$ cat src/rtl/dma_pkg.sv
// Shared types for the bus-hold transfer controller.
package dma_pkg;
    typedef enum logic [1:0] {
        ST_IDLE = 2'd0,
        ST_REQ  = 2'd1,
        ST_XFER = 2'd2,
        ST_REL  = 2'd3
    } dma_st_t;
endpackage

$ cat src/rtl/dma_xfer_cnt.sv
// Address, remaining-word and block counters.
// Assumes load and blk_start never coincide with step.
module dma_xfer_cnt #(
    parameter int AW = 16,
    parameter int CW = 8
) (
    input  logic          clk,
    input  logic          rst_n,
    input  logic          load,
    input  logic [AW-1:0] ld_addr,
    input  logic [CW-1:0] ld_cnt,
    input  logic [CW-1:0] ld_bs,
    input  logic          blk_start,
    input  logic          step,
    output logic [AW-1:0] addr,
    output logic          rem_zero,
    output logic          rem_last,
    output logic          blk_last
);
    localparam logic [CW-1:0] ONE = CW'(1);

    logic [CW-1:0] rem_q, blk_q, bs_q;

    // Current address: loaded by configuration, advanced per word.
    always_ff @(posedge clk) begin
        if (!rst_n)    addr <= '0;
        else if (load) addr <= ld_addr;
        else if (step) addr <= addr + AW'(1);
    end

    // Remaining words and stored block size.
    always_ff @(posedge clk) begin
        if (!rst_n) begin
            rem_q <= '0;
            bs_q  <= '0;
        end else if (load) begin
            rem_q <= ld_cnt;
            bs_q  <= ld_bs;
        end else if (step) begin
            rem_q <= rem_q - ONE;
        end
    end

    // Words left in the current block.
    always_ff @(posedge clk) begin
        if (!rst_n)         blk_q <= '0;
        else if (blk_start) blk_q <= bs_q;
        else if (step)      blk_q <= blk_q - ONE;
    end

    assign rem_zero = (rem_q == '0);
    assign rem_last = (rem_q == ONE);
    assign blk_last = (blk_q <= ONE);
endmodule

$ cat src/rtl/dma_hs_fsm.sv
// Hold/grant handshake sequencer with request latch and completion flags.
// Assumes the processor only raises hlda while hold_req is high.
module dma_hs_fsm
    import dma_pkg::*;
(
    input  logic clk,
    input  logic rst_n,
    input  logic cfg_load,
    input  logic cfg_chunked,
    input  logic per_req,
    input  logic hlda,
    input  logic rem_zero,
    input  logic rem_last,
    input  logic blk_last,
    output logic load_ok,
    output logic blk_start,
    output logic step,
    output logic hold_req,
    output logic bus_oe,
    output logic done,
    output logic done_pulse
);
    dma_st_t st_q, st_d;
    logic    pend_q, chunk_q;
    logic    end_blk;

    assign load_ok   = cfg_load && (st_q == ST_IDLE);
    assign blk_start = (st_q == ST_REQ) && hlda;
    assign step      = (st_q == ST_XFER) && hlda;
    assign end_blk   = step && (rem_last || (chunk_q && blk_last));
    assign hold_req  = (st_q == ST_REQ) || (st_q == ST_XFER);
    assign bus_oe    = step;

    // Next-state selection for the handshake.
    always_comb begin
        st_d = st_q;
        case (st_q)
            ST_IDLE: if (!load_ok && (pend_q || per_req) && !rem_zero) st_d = ST_REQ;
            ST_REQ:  if (hlda) st_d = ST_XFER;
            ST_XFER: if (end_blk) st_d = ST_REL;
            ST_REL:  if (!hlda) st_d = ST_IDLE;
            default: st_d = ST_IDLE;
        endcase
    end

    // State register.
    always_ff @(posedge clk) begin
        if (!rst_n) st_q <= ST_IDLE;
        else        st_q <= st_d;
    end

    // Request latch: set outside idle, consumed when a hold is raised.
    always_ff @(posedge clk) begin
        if (!rst_n)                                   pend_q <= 1'b0;
        else if (load_ok)                             pend_q <= 1'b0;
        else if (st_q == ST_IDLE && st_d == ST_REQ)   pend_q <= 1'b0;
        else if (st_q != ST_IDLE && per_req)          pend_q <= 1'b1;
    end

    // Mode capture on configuration.
    always_ff @(posedge clk) begin
        if (!rst_n)       chunk_q <= 1'b0;
        else if (load_ok) chunk_q <= cfg_chunked;
    end

    // Completion level and pulse.
    always_ff @(posedge clk) begin
        if (!rst_n) begin
            done       <= 1'b0;
            done_pulse <= 1'b0;
        end else begin
            done_pulse <= step && rem_last;
            if (load_ok)               done <= 1'b0;
            else if (step && rem_last) done <= 1'b1;
        end
    end


    new_hold_after_release_chk: assert property (@(posedge clk) disable iff (!rst_n)
        $rose(hold_req) |-> !hlda);

    pulse_single_chk: assert property (@(posedge clk) disable iff (!rst_n)
        done_pulse |=> !done_pulse);
endmodule

$ cat src/rtl/dma_hold_ctrl.sv
// Top: single-channel peripheral-to-memory transfer controller that
// obtains the bus through a hold/grant handshake. Outputs toward memory
// are zero whenever the controller does not own the bus.
module dma_hold_ctrl #(
    parameter int AW = 16,
    parameter int DW = 8,
    parameter int CW = 8
) (
    input  logic          clk,
    input  logic          rst_n,
    input  logic          cfg_load,
    input  logic [AW-1:0] cfg_start_addr,
    input  logic [CW-1:0] cfg_word_cnt,
    input  logic [CW-1:0] cfg_blk_size,
    input  logic          cfg_chunked,
    input  logic          per_req,
    input  logic [DW-1:0] per_data,
    output logic          per_ack,
    output logic          hold_req,
    input  logic          hlda,
    output logic          bus_oe,
    output logic [AW-1:0] mem_addr,
    output logic [DW-1:0] mem_wdata,
    output logic          mem_strobe,
    output logic          mem_we,
    output logic          done,
    output logic          done_pulse
);
    logic          load_ok, blk_start, step;
    logic          rem_zero, rem_last, blk_last;
    logic [AW-1:0] cur_addr;

    dma_xfer_cnt #(.AW(AW), .CW(CW)) u_cnt (
        .clk(clk), .rst_n(rst_n),
        .load(load_ok), .ld_addr(cfg_start_addr), .ld_cnt(cfg_word_cnt),
        .ld_bs(cfg_blk_size), .blk_start(blk_start), .step(step),
        .addr(cur_addr), .rem_zero(rem_zero), .rem_last(rem_last),
        .blk_last(blk_last)
    );

    dma_hs_fsm u_fsm (
        .clk(clk), .rst_n(rst_n),
        .cfg_load(cfg_load), .cfg_chunked(cfg_chunked), .per_req(per_req),
        .hlda(hlda), .rem_zero(rem_zero), .rem_last(rem_last),
        .blk_last(blk_last), .load_ok(load_ok), .blk_start(blk_start),
        .step(step), .hold_req(hold_req), .bus_oe(bus_oe),
        .done(done), .done_pulse(done_pulse)
    );

    // Bus drive gated by ownership.
    assign mem_addr   = bus_oe ? cur_addr : '0;
    assign mem_wdata  = bus_oe ? per_data : '0;
    assign mem_strobe = bus_oe;
    assign mem_we     = bus_oe;
    assign per_ack    = bus_oe;


    drive_needs_grant_chk: assert property (@(posedge clk) disable iff (!rst_n)
        mem_strobe |-> (hold_req && hlda));

    addr_step_chk: assert property (@(posedge clk) disable iff (!rst_n)
        (bus_oe && $past(bus_oe)) |-> (mem_addr == AW'($past(mem_addr) + AW'(1))));

    done_release_chk: assert property (@(posedge clk) disable iff (!rst_n)
        done_pulse |-> (done && !hold_req));
endmodule

$ cat config.mk
export PLATFORM = sky130hd
export DESIGN_NAME = dma_hold_ctrl
export DESIGN_NICKNAME = d
export VERILOG_FILES = /design/src/rtl/dma_pkg.sv /design/src/rtl/dma_xfer_cnt.sv /design/src/rtl/dma_hs_fsm.sv /design/src/rtl/dma_hold_ctrl.sv
export SDC_FILE = /design/constraint.sdc
export NUM_CORES = 1
export LEC_CHECK = 0
export CORE_MARGIN = 5
export CORE_UTILIZATION = 35
export CTS_CLUSTER_DIAMETER = 50
export DETAILED_ROUTE_END_ITERATION = 16
export SETUP_SLACK_MARGIN = 0.5
export SYNTH_ARGS = -nofsm -noshare
export SYNTH_HDL_FRONTEND = slang
export SYNTH_SLANG_ARGS = --single-unit
$ cat constraint.sdc
create_clock -name clk -period 2.4 [get_ports clk]
set_clock_uncertainty 0.2 [all_clocks]
set_input_delay 0.48 -clock clk [delete_from_list [all_inputs] [get_ports clk]]
set_output_delay 0.48 -clock clk [all_outputs]
set_load 0.05 [all_outputs]
==> Word level (Yosys, flattened, before mapping) <==
Index checks and enable logic that the tools add are counted.
{ "op_classes": {"reduce_logical": 22, "add_sub_neg": 3, "mux": 13, "bitwise": 1, "order_cmp": 1, "shift": 0, "eq_ne": 5, "div": 0, "n_mul": 0} }
{ "ops": {"columns": ["cell", "n"], "rows": [
  ["2-to-1 mux 16 bit", 3],
  ["2-to-1 mux 8 bit", 5],
  ["adder 16 x 1 -> 16 bit (second input constant)", 1],
  ["subtractor 8 x 1 -> 8 bit (second input constant)", 2],
  ["logical AND 1 bit", 10],
  ["== test 8 x 1 -> 1 bit (second input constant)", 1],
  ["less-or-equal comparator 8 x 1 -> 1 bit (second input constant)", 1],
  ["zero test 8 bit", 1],
  ["2-to-1 mux 2 bit", 4],
  ["case mux 2 bit (4 select lines)", 1],
  ["nonzero test 2 bit", 3],
  ["== test 2 x 1 -> 1 bit (second input constant)", 2],
  ["== test 2 bit (second input constant)", 2],
  ["logical OR 1 bit", 3],
  ["OR reduction 3 bit", 1],
  ["zero test 1 bit", 2],
  ["zero test 2 bit", 1],
  ["OR reduction 2 bit", 1],
  ["NOT 1 bit", 1]
]} }
{ "word_totals": {"input_bits": 46, "n_memories": 0, "ramBits": 0, "word_cells": 54, "rom_bits": 0, "regBits": 46, "latch_bits": 0} }

==> Longest topological paths before layout <==
Gate-level depths: netlist of run 1.
{ "depth": {"depth_word": 10, "ltp_mapped": 10, "ltp_nobuf": 7} }

==> By module <==
Synthesis of run 1 repeated with hierarchy kept, for this count alone.
{ "hier_totals": {"hier_cells": 303, "area_unflattened_um2": 2648.8} }
{ "by_module_without_submodules": {"columns": ["module", "seq_area_each_um2", "area_per_inst_um2", "cells_each", "instances"], "rows": [
  ["dma_xfer_cnt", 800.8, 2069.5, 235, 1],
  ["dma_hs_fsm", 120.1, 361.6, 39, 1],
  ["dma_hold_ctrl", 0.0, 217.7, 29, 1]
]} }

==> Worst setup path before layout of run 1 <==
OpenSTA, ideal clock, no wires.
{ "synth_timing": {"path_type": "flip-flop to output port", "startpoint": "register u_fsm.st_q[0]", "endpoint": "output port mem_addr[13]", "required_time_ps": 1720, "arrival_time_ps": 1597, "path_buffers": 2, "stages_incl_launch_ff": 7, "setup_slack_ps": 123, "path_cell_list": "dfxtp_1 > clkbuf_1 > inv_1 > ha_1 > buf_4 > nand2_4 > nor2_1"} }
{ "synth_via": {"elab_chain_len": 3} }
{ "synth_rtl": {"columns": ["item", "line", "source"], "rows": [
  ["start: declaration", "dma_hs_fsm.sv:23", "dma_st_t st_q, st_d;"],
  ["start signal: assignment", "dma_hs_fsm.sv:49", "else st_q <= st_d;"],
  ["== test 2 bit", "dma_hs_fsm.sv:29", "assign step = (st_q == ST_XFER) && hlda;"],
  ["logical AND 1 bit", "dma_hs_fsm.sv:29", null],
  ["2-to-1 mux 16 bit", "dma_hold_ctrl.sv:51", "assign mem_addr = bus_oe ? cur_addr : '0;"],
  ["end: declaration", "dma_hold_ctrl.sv:22", "output logic [AW-1:0] mem_addr,"]
]} }
Every way passes these cells.

==> Worst setup path after layout of run 1 <==
{ "layout_timing": {"startpoint": "register u_fsm.st_q[0]", "endpoint": "output port mem_wdata[4]"} }
{ "layout_via": {"elab_chain_len": 3} }
{ "layout_rtl": {"columns": ["item", "line", "source"], "rows": [
  ["== test 2 bit", "dma_hs_fsm.sv:29", null],
  ["logical AND 1 bit", "dma_hs_fsm.sv:29", null],
  ["2-to-1 mux 8 bit", "dma_hold_ctrl.sv:52", "assign mem_wdata = bus_oe ? per_data : '0;"],
  ["end: declaration", "dma_hold_ctrl.sv:23", "output logic [DW-1:0] mem_wdata,"]
]} }
Every way passes these cells.

==> impl_metrics.csv, run 1 <==
group,metric,value,unit
critical_path,slowest_stage,"dfxtp_4",
clock_network,hold_buffers,0,
power_and_ir_drop,peakVddDrop,0.0003045,V
yosys,ys_seq_area_frac,0.3578,
grt,grtUsageTotal,0.1700,
critical_path,path_delay_family,"flip-flops",
critical_path,worst-path-max-fanout,6,
layout,design_area,0.004358,mm^2
clock_network,numCtsBuffers,5,
power_and_ir_drop,switching_share,0.3113,
grt,grt_pass1_vias,2564,
clock_network,h-tree-depth,2,
floorplanning,rows,31,
layout,final_cell_mix,"clkdlybuf4s50_1 (44), dfxtp_1 (44), nand2_1 (32)",
power_and_ir_drop,power.density,550.1,mW/mm^2
timing,finalCritPeriodShare,0.8741,
timing,hold_violations,0,
yosys,synth_edf_count,0,
layout,syn2layout_area_growth,69.32,%
placed_design,port_buffers,76,
clock_network,ctsRootBufferMaster,"clkbuf_8",
clock_network,cts_buffer_depth,2,
floorplanning,core_area,0.007214,mm^2
power_and_ir_drop,p_leak,1.665,nW
run,maxCapViolCount,0,
grt,overflow,0,
clock_network,tritoncts,"done",
placed_design,placed_area,0.003856,mm^2
critical_path,slowest_delay,0.36,ns
placed_design,gp_congestion,0.8427,
yosys,syn_inst,322,
critical_path,startpoint,"u_fsm.st_q[0]",
critical_path,regToRegSetupSlack,0.36,ns
timing,tightest_slew,0.6113,ns
layout,nNetsFinal,466,
routing,drt_iter0_drc,103,
critical_path,cp-start-kind,"flop",
placed_design,dpl.cell_count,487,
floorplanning,dieArea,0.009168,mm^2
clock_network,clk_latency,0.30,ns
floorplanning,die_h,95.75,um
layout,fillers,649,
routing,drc,0,
critical_path,crit_arrival,1.42,ns
grt,grt_max_degree,28,
yosys,ys.warnings.count,0,
routing,firstDrtPassIters,4,
power_and_ir_drop,total_power,2.397,mW
critical_path,r2r-start,"u_fsm.st_q[0]",
yosys,ys_seq_elements,46,
floorplanning,die_x,95.75,um
worst_hold_path,hp-class,"flop to flop",
outcome,run_status,"complete, no violations",
power_and_ir_drop,p_int,1.651,mW
yosys,synth_nets,377,
timing,drv_slew,0,
layout,insertedDiodeCount,0,
routing,via_per_inst,5.104,
power_and_ir_drop,p_comb_frac,0.305,
routing,vias,2608,
yosys,ys_types,44,
timing,fmax,0.4767,GHz
placed_design,hpwl,5.408,mm
layout,fin_cells,511,
timing,rsz0062_at_grt,"true",
clock_network,cts.reportedPaths.clkPinSlew,0.09,ns
power_and_ir_drop,pwr-share-seq,0.397,
yosys,ys.flop_type,"dfxtp_1",
layout,drive_above_1_share,0.2937,
routing,avgRoutedWirePerCell,15.11,um
routing,drt-total-wl,7.719,mm
worst_hold_path,worstHoldStart,"u_cnt.bs_q[4]",
grt,grt_pass1_wl,12.25,mm
yosys,synth_area_leaders,"dfxtp_1 (36%), a21oi_1 (5.4%), xnor2_1 (4.8%)",
timing,setup_viol,0,
critical_path,endpoint_kind,"output pin",
yosys,synth_top_area_cell,"dfxtp_1",
timing,slew_headroom,0.5887,
critical_path,critical_path_required,1.72,ns
critical_path,cp_cell_sequence,"inv_4 > ha_4 > buf_6 > and3_4 > buf_12",
yosys,syn_avg_cell_area,7.993,um^2
critical_path,path_class,"flop to output pin",
yosys,yosysTopAreaCellShare,0.3578,
routing,antenna_left,0,
floorplanning,start_util,0.3567,
power_and_ir_drop,p_clk_frac,0.298,
clock_network,cts.sinks,46,
floorplanning,io-pin-count,77,
critical_path,cp_num_buf_inv,3,
timing,layout_min_cycle_time,2.098,ns
grt,antenna_found_initial,0,
yosys,ys_async_sr_fraction,0,
yosys,syn_area,0.002574,mm^2
power_and_ir_drop,power_switching,0.7462,mW
timing,tns,0,ns
metal layers:
layer / GRT usage / up-vias / routed length (um) / share of wire
met2: 0.2965 / 70 / 3854 / 0.50
met4: 0.04265 / 0 / 95 / 0.012
met5: 0 / - / 0 / 0
met3: 0.03206 / 8 / 434 / 0.056
met1: 0.2151 / 1216 / 3335 / 0.43
li1: - / 1314 / - / -
what timing repair did:
item,in CTS,in global routing
pin swaps,15,26
setup endpoints to repair,62,47
cloned,1,0
buffers inserted,10,5
resized for setup,31,24
sequential cells by signal, summed over array words and instances, names as in the netlist:
name and cells:
u_cnt.rem_q 8, u_fsm.chunk_q 1, u_fsm.done_pulse 1, u_cnt.blk_q 8, u_cnt.bs_q 8, u_fsm.st_q 2, u_fsm.pend_q 1, u_cnt.addr 16
u_fsm.done 1
worst register-to-register path, cell delays in order, from the launching register on:
cell and delay, ns:
dfxtp_4 0.36, inv_4 0.06, ha_4 0.23, buf_12 0.15
buf_4 0.11, buf_8 0.10, nand4_4 0.20, nor3_4 0.26
xnor2_1 0.10, a211oi_2 0.19
power by group through the flow:
| stage | Clock [mW] | Combinational, mW | Sequential (mW) |
|---|---|---|---|
| after floorplan | 0 | 0.432 | 0.941 |
| after global placement | 0 | 0.609 | 0.968 |
| after detailed placement | 0 | 0.620 | 0.972 |
| after CTS | 0.736 | 0.693 | 0.948 |
| after global routing | 0.769 | 0.794 | 0.967 |
| final | 0.715 | 0.731 | 0.952 |
kinds of logic after synthesis:
family | after synthesis | synth area share
AND/OR/NAND/NOR | 126 | 0.2654
AO/OA/AOI/OAI | 77 | 0.1818
flip-flops | 46 | 0.3578
buffers and inverters | 40 | 0.06903
XOR/XNOR | 23 | 0.07827
adder cells (fa/ha/maj) | 9 | 0.04375
multiplexers | 1 | 0.003889
Yosys cell counts, types with 3 or more instances:
master     n
a211oi_1  13
a21oi_1   28
a31oi_1    4
and3_1    19
and4_1     3
buf_4      7
clkbuf_1  14
dfxtp_1   46
ha_1       9
inv_1     14
nand2_1   32
nand3_1    9
nand4_1    6
nor2_1    29
nor3_1     9
nor4_1     3
o211ai_1   3
o21ai_0   18
xnor2_1   14
xor2_1     9
path summary, 6_finish.rpt:
path                            cells after the start       endpoint
worst max-delay path                                5   mem_wdata[4]
worst min-delay path                                2  u_cnt.bs_q[4]
worst max register to register                      9  u_cnt.addr[7]
worst min register to register                      2  u_cnt.bs_q[4]
stage by stage:
| stage | util | setup slack [ns] | hold WS, ns |
|---|---|---|---|
| 3_5_place_dp | 0.5345 | 0.03181 | 0.2457 |
| 2_1_floorplan | - | 0.4563 | 0.2315 |
| 4_1_cts | 0.5834 | 0.2973 | 0.2591 |
| 5_1_grt | 0.6041 | 0.2509 | 0.2752 |
| 6_report | 0.6041 | 0.3022 | 0.2554 |
| 3_3_place_gp | 0.5345 | 0.08705 | 0.2425 |
final cells by class:
class	instances	area, um^2	share of cell area
Clock buffer	6	82.58	0.01895
Timing Repair Buffer	105	1308	0.3000
Inverter	16	78.83	0.01809
Multi-Input combinational cell	236	1768	0.4057
Tap cell	99	123.9	0.02842
Sequential cell	46	928.4	0.2130
Clock inverter	2	60.06	0.01378
Timing Repair inverter	1	8.758	0.002010
No activity file was read; power rests on OpenSTA's default activity.
==> inputs of run 2 (changes only) <==
CTS_CLUSTER_DIAMETER = unset   (was 50)
==> results of run 2 <==
Final layout, timing and power as in run 1 (identical DEF).
